`src/rtl/wdog_timer.sv`:
```
module wdog_timer #(
  parameter int ADDR_W   = 4,
  parameter int DATA_W   = 32,
  parameter int CNT_W    = 16,
  parameter int PRE_W    = 8,
  parameter int RST_HOLD = 128,
  parameter logic [CNT_W-1:0] LOAD_INIT = 16'h8000,
  parameter logic [PRE_W-1:0] PRE_INIT  = 8'h80
) (
  input  logic              clk,
  input  logic              rst_n,
  input  logic [ADDR_W-1:0] bus_addr,
  input  logic              bus_we,
  input  logic [DATA_W-1:0] bus_wdata,
  output logic [DATA_W-1:0] bus_rdata,
  output logic              irq_pulse,
  output logic              rst_req
);
  localparam int DIV_W  = 7;
  localparam int HOLD_W = $clog2(RST_HOLD + 1);
  localparam logic [ADDR_W-1:0] A_CTRL = ADDR_W'(0);
  localparam logic [ADDR_W-1:0] A_LOAD = ADDR_W'(4);
  localparam logic [ADDR_W-1:0] A_CNT  = ADDR_W'(8);

  logic             rst_en_q, irq_en_q, run_q;
  logic [1:0]       div_sel_q;
  logic [PRE_W-1:0] pre_val_q, pre_cnt_q;
  logic [DIV_W-1:0] div_cnt_q, div_mask;
  logic [CNT_W-1:0] load_q, cnt_q;
  logic [HOLD_W-1:0] hold_q;
  logic             irq_q;

  wire ctrl_wr = bus_we && bus_addr == A_CTRL;
  wire load_wr = bus_we && bus_addr == A_LOAD;
  wire cnt_wr  = bus_we && bus_addr == A_CNT;

  always_comb begin
    case (div_sel_q)
      2'd0:    div_mask = DIV_W'(15);
      2'd1:    div_mask = DIV_W'(31);
      2'd2:    div_mask = DIV_W'(63);
      default: div_mask = DIV_W'(127);
    endcase
  end

  wire pre_hit = pre_cnt_q >= pre_val_q;
  wire tick    = run_q && pre_hit && ((div_cnt_q & div_mask) == div_mask);
  wire expire  = tick && !cnt_wr && cnt_q <= CNT_W'(1);

  always_ff @(posedge clk or negedge rst_n) begin
    if (!rst_n) begin
      rst_en_q  <= 1'b1;
      irq_en_q  <= 1'b0;
      run_q     <= 1'b0;
      div_sel_q <= 2'd3;
      pre_val_q <= PRE_INIT;
    end else if (ctrl_wr) begin
      rst_en_q  <= bus_wdata[0];
      irq_en_q  <= bus_wdata[2];
      div_sel_q <= bus_wdata[4:3];
      run_q     <= bus_wdata[5];
      pre_val_q <= bus_wdata[8 +: PRE_W];
    end
  end

  always_ff @(posedge clk or negedge rst_n) begin
    if (!rst_n)       load_q <= LOAD_INIT;
    else if (load_wr) load_q <= bus_wdata[CNT_W-1:0];
  end

  always_ff @(posedge clk or negedge rst_n) begin
    if (!rst_n) begin
      pre_cnt_q <= '0;
      div_cnt_q <= '0;
    end else if (!run_q || cnt_wr) begin
      pre_cnt_q <= '0;
      div_cnt_q <= '0;
    end else if (pre_hit) begin
      pre_cnt_q <= '0;
      div_cnt_q <= div_cnt_q + DIV_W'(1);
    end else begin
      pre_cnt_q <= pre_cnt_q + PRE_W'(1);
    end
  end

  always_ff @(posedge clk or negedge rst_n) begin
    if (!rst_n)      cnt_q <= LOAD_INIT;
    else if (cnt_wr) cnt_q <= bus_wdata[CNT_W-1:0];
    else if (expire) cnt_q <= load_q;
    else if (tick)   cnt_q <= cnt_q - CNT_W'(1);
  end

  always_ff @(posedge clk or negedge rst_n) begin
    if (!rst_n) begin
      irq_q  <= 1'b0;
      hold_q <= '0;
    end else begin
      irq_q <= expire && irq_en_q;
      if (expire && rst_en_q) hold_q <= HOLD_W'(RST_HOLD);
      else if (hold_q != '0)  hold_q <= hold_q - HOLD_W'(1);
    end
  end

  assign irq_pulse = irq_q;
  assign rst_req   = hold_q != '0;

  always_comb begin
    bus_rdata = '0;
    case (bus_addr)
      A_CTRL: begin
        bus_rdata[0]          = rst_en_q;
        bus_rdata[2]          = irq_en_q;
        bus_rdata[4:3]        = div_sel_q;
        bus_rdata[5]          = run_q;
        bus_rdata[8 +: PRE_W] = pre_val_q;
      end
      A_LOAD:  bus_rdata[CNT_W-1:0] = load_q;
      A_CNT:   bus_rdata[CNT_W-1:0] = cnt_q;
      default: bus_rdata = '0;
    endcase
  end

  assert_hold_stopped_R5: assert property (@(posedge clk) disable iff (!rst_n)
    (!run_q && !cnt_wr) |=> cnt_q == $past(cnt_q));
  assert_write_loads_R4: assert property (@(posedge clk) disable iff (!rst_n)
    cnt_wr |=> cnt_q == $past(bus_wdata[CNT_W-1:0]));
  assert_reload_on_expiry_R7: assert property (@(posedge clk) disable iff (!rst_n)
    (tick && !cnt_wr && cnt_q <= CNT_W'(1)) |=> cnt_q == $past(load_q));
  assert_irq_one_cycle_R7: assert property (@(posedge clk) disable iff (!rst_n)
    irq_pulse |=> !irq_pulse);
  assert_irq_gated_R7: assert property (@(posedge clk) disable iff (!rst_n)
    $rose(irq_pulse) |-> $past(irq_en_q));
  assert_rst_gated_R8: assert property (@(posedge clk) disable iff (!rst_n)
    $rose(rst_req) |-> $past(rst_en_q));
  assert_collision_R10: assert property (@(posedge clk) disable iff (!rst_n)
    (tick && cnt_wr) |=> !irq_pulse);
  always_comb if (rst_n && bus_addr != A_CTRL && bus_addr != A_LOAD && bus_addr != A_CNT)
    assert_unmapped_zero_R9: assert (bus_rdata == '0);
endmodule

```
`config.mk`:
```
export PLATFORM = sky130hd
export DESIGN_NAME = wdog_timer
export DESIGN_NICKNAME = d
export VERILOG_FILES = /design/src/rtl/wdog_timer.sv
export SDC_FILE = /design/constraint.sdc
export NUM_CORES = 1
export LEC_CHECK = 0
export ABC_AREA = 0
export BUFFER_PORTS_ARGS = -buffer_cell sky130_fd_sc_hd__buf_2
export CAP_MARGIN = 20
export CORE_MARGIN = 5
export CORE_UTILIZATION = 49
export DETAILED_ROUTE_END_ITERATION = 10
export PLACE_DENSITY = 0.71
export SLEW_MARGIN = 20
export SYNTH_ARGS = -nofsm -noshare
export SYNTH_HDL_FRONTEND = slang
export SYNTH_SLANG_ARGS = --single-unit
```
`constraint.sdc`:
```
create_clock -name clk -period 6.45 [get_ports clk]
set_clock_uncertainty 0.05 [all_clocks]
set_input_delay 0.3225 -clock clk [delete_from_list [all_inputs] [get_ports clk]]
set_output_delay 0.3225 -clock clk [all_outputs]
set_load 0.02 [all_outputs]
```
==> results.txt <==
The count of buffers from port buffering came out at 40. The post-route clock period utilization came out at 0.4296. The clock net sink count is 69. The HPWL reported at the end of detailed placement came out at between 6000 and 7000 microns. The post-cts sizing count is 0. The setup fix buffers added after clock tree synthesis is 0.

The setup TNS came out at 0 ps. The fmax came out at between 0.3 and 0.4 GHz. The power density of the placed cells came out at 273.7 nW/um^2.

For this design, the slowest cell found on the critical path is a2111oi_0. The routed via count is roughly 3200. The longest clock path from root to sink contains 2 buffers. In this run the clock root is driven by a clkbuf_8. The post-synthesis cell area came out at between 4000 and 5000 sq um. The initial antenna violation count is 0. The average wire per standard cell came out at roughly 16 microns.

In this run, synthesis produced a sequential element count of 69. The startpoint identified for the worst register-to-register timing path is pre_cnt_q[0]$_DFF_PN0_. The share of the yosys chip area belonging to registers came out at 0.4223.

The later-pin clock latency in the skew report is 350 ps. The width of the die is ~100 microns. The critical path is of the flop to flop type. The violation count after the first detailed-routing iteration came out at about 150. Sorting the synthesized cells by area gives the leading types as dfrtp_1 (38%), mux2_2 (8.2%), nand2_1 (5.2%).

The DRC violation count after routing came out at 0. The largest net degree at the start of global routing is 70. The die is roughly 100 microns tall.

Summed over all cells, the static leakage comes to between 2 and 2.5 nW. The synthesized design contains 0 enable-type register cells. The depth of the worst register-to-register path came out at 8. The number of synthesis warnings is 0. Of the cells placed in the final design, the portion with a size suffix greater than 1 is 0.2381. Of all flip-flops after synthesis, the portion carrying an async set or reset was 1.000. The number of buffers added by the clock tree synthesis step came out at 9.

The core region is ~8200 sq um. The average instance area after synthesis came out at 9.824 sq um. The vias per cell is between 5 and 6. The worst setup path is captured at a flop. The delay of the slowest cell on the worst path came out at slightly below 600 ps. The hold violation total from the final report came out at 0. The number of pins exceeding their max-slew limit in the final report was 0. The number of standard-cell rows in the floorplan came out at 33. The max-capacitance violation count is 0.

The finished layout cell area is roughly 4500 sq um. The number of distinct library cells after synthesis came out at 54. The reg-to-reg setup timing slack is 3680 ps. The via count of the first global-routing pass is approximately 3200. The library cell with the highest instance count after synthesis is dfrtp_1. The aggregate routed wire length is around 9000 microns.

The arrival time reported for the critical path endpoint is ~3000 ps. The number of placed I/O pins is between 70 and 80. The run finished with clean final reports. The placer congestion estimate is around 0.8. The number of H-tree branching levels came out at 3. Global routing finished with a remaining overflow of 0. The max-slew headroom at the worst pin came out at 0.3402. Relative to the synthesized area, the layout overhead comes to 10.45%. For this design, the CTS-stage hold fixing added 0 buffers. The first-pass GRT wire length is 14970 microns. The final net count is 509. The transition time of the tightest slew-check pin is a little under 1000 ps. The most common flop cell mapped by yosys is dfrtp_1.

Setup violations remaining at the end of the flow were counted as 0. The worst-case IR drop observed on VDD is 0.1628 mV. The die covers a little over 10000 sq um. Across every metal layer, demand over resource in global routing totals 0.1834. The cell count after synthesis came out at 418. The worst register-to-register path ends at hold_q[1]$_DFFE_PN0P_.

The CTS tree is built. The residual antenna-violating net count after detailed routing is 0. Summed over all instances, the cell type with the most area after synthesis is dfrtp_1. The required time reported for the critical path endpoint came out at approximately 6700 ps. Counting instances in the post-synthesis netlist gives the leading cell types as dfrtp_1 (63), nand2_1 (57), nor2_1 (39). Along the worst path, the maximum fanout reaches 16.

Setup repair after global routing left no endpoint under its margin. The tightest min-delay check is of the input port to asynchronous set/reset pin type. The number of antenna diodes is 0. The instance area after placement is 4310 sq um. The most critical setup path has its startpoint at pre_cnt_q[0]$_DFF_PN0_.

For this run, the detailed router's first-pass iteration total came to 6. Traced cell by cell, the critical path runs through inv_1, ha_1, nand2b_1, a2111oi_0, o211ai_2, nand4_2, nor2_2, a211oi_1. The share of Yosys cell area claimed by the top area cell type came out at 0.3839. After clock tree synthesis, the clock-pin slew on the worst setup and hold paths is ~80 ps. The type of origin of the critical path is a flop. The worst path needs 2771 ps of the cycle, external delays included.

For this configuration, the core starts out at a cell density of 0.5023. The critical path capture point is hold_q[1]$_DFFE_PN0P_.
[through the flow]
step	setup slack [ps]	util	cells	hold WS [ps]	power, mW
floorplan	4238	-	433	-23.09	0.8005
global placement	3616	0.5272	550	453.3	0.8611
detailed placement	3584	0.5272	550	464.6	0.8730
CTS	3539	0.5530	566	129.4	1.253
global route	3369	0.5548	567	135.9	1.311
finish	3679	0.5548	567	129.6	1.242
[cell usage in the layout, fill, tap and decap left out, types with 3 or more instances in the layout]
| master | instances |
|---|---|
| mux2i_1 | 12 |
| nor2_1 | 39 |
| a22oi_1 | 13 |
| buf_4 | 4 |
| dfrtp_1 | 63 |
| nand4_1 | 4 |
| o211ai_1 | 13 |
| nand3_1 | 25 |
| ha_1 | 13 |
| inv_1 | 17 |
| a21oi_1 | 10 |
| mux2_2 | 30 |
| nor3_1 | 6 |
| clkbuf_8 | 11 |
| dfstp_2 | 6 |
| conb_1 | 16 |
| xnor2_1 | 9 |
| xor2_1 | 17 |
| buf_2 | 40 |
| and3_1 | 6 |
| nand2_1 | 57 |
| or3_1 | 3 |
| o21ai_0 | 3 |
| a22o_1 | 3 |
[layout make-up]
cell class	instances	area, sq um
Inverter	17	63.81
Timing Repair Buffer	45	245.2
Fill cell	729	3640
Tap cell	105	131.4
Sequential cell	69	1734
Clock inverter	5	58.81
Clock buffer	11	151.4
Multi-Input combinational cell	315	2151
[worst min path at each step]
stage	end	slack, ps	cells past startpoint
6_report	load_q[10]$_DFFE_PN0P_	130	2
5_1_grt	cnt_q[6]$_DFFE_PN0P_	140	2
4_1_cts	cnt_q[6]$_DFFE_PN0P_	130	2
3_5_place_dp	irq_pulse$_DFF_PN0_	460	2
3_3_place_gp	hold_q[3]$_DFFE_PN0P_	450	2
2_1_floorplan	cnt_q[0]$_DFFE_PN0P_	-20	0
[power by group]
part | leakage, nW | internal, mW | switching [mW] | total (mW)
sequential | 0.856 | 0.507 | 0.0831 | 0.590
combinational | 1.18 | 0.126 | 0.154 | 0.280
clock | 0.102 | 0.200 | 0.172 | 0.372
[registers in the layout (all words and copies together), names as in the netlist]
register,count
div_sel_q,2
cnt_q,16
pre_val_q,8
div_cnt_q,7
hold_q,8
irq_pulse,1
load_q,16
pre_cnt_q,8
irq_en_q,1
rst_en_q,1
run_q,1
[worst max-delay path: cells and delay by family (launching register included)]
kind	cells	cell delay [ps]
AOI/OAI and AO/OA	3	1110
adders and majority gates	1	260
buffers and inverters	1	70
DFF	1	440
and+or+nand+nor	3	760
[routing by layer]
metal  up-vias  share of wire  track usage
met3        11          0.076      0.04614
met2       112           0.48       0.3094
met1      1518           0.43       0.2318
met4         0          0.015      0.05726
li1       1514              -            -
met5         -              0            0
[cell families (layout without fill, tap and decap cells)]
group,Yosys count,count (layout),share of synthesized area
AND/OR/NAND/NOR,165,165,0.2081
flip-flops,69,69,0.4223
AO/OA/AOI/OAI,52,52,0.09171
buffers and inverters,49,78,0.06764
multiplexers,43,43,0.1143
XOR/XNOR,26,26,0.05545
adder cells (fa/ha/maj),13,13,0.03961
other,1,16,0.0009132
(Power assumes the default switching activity.)
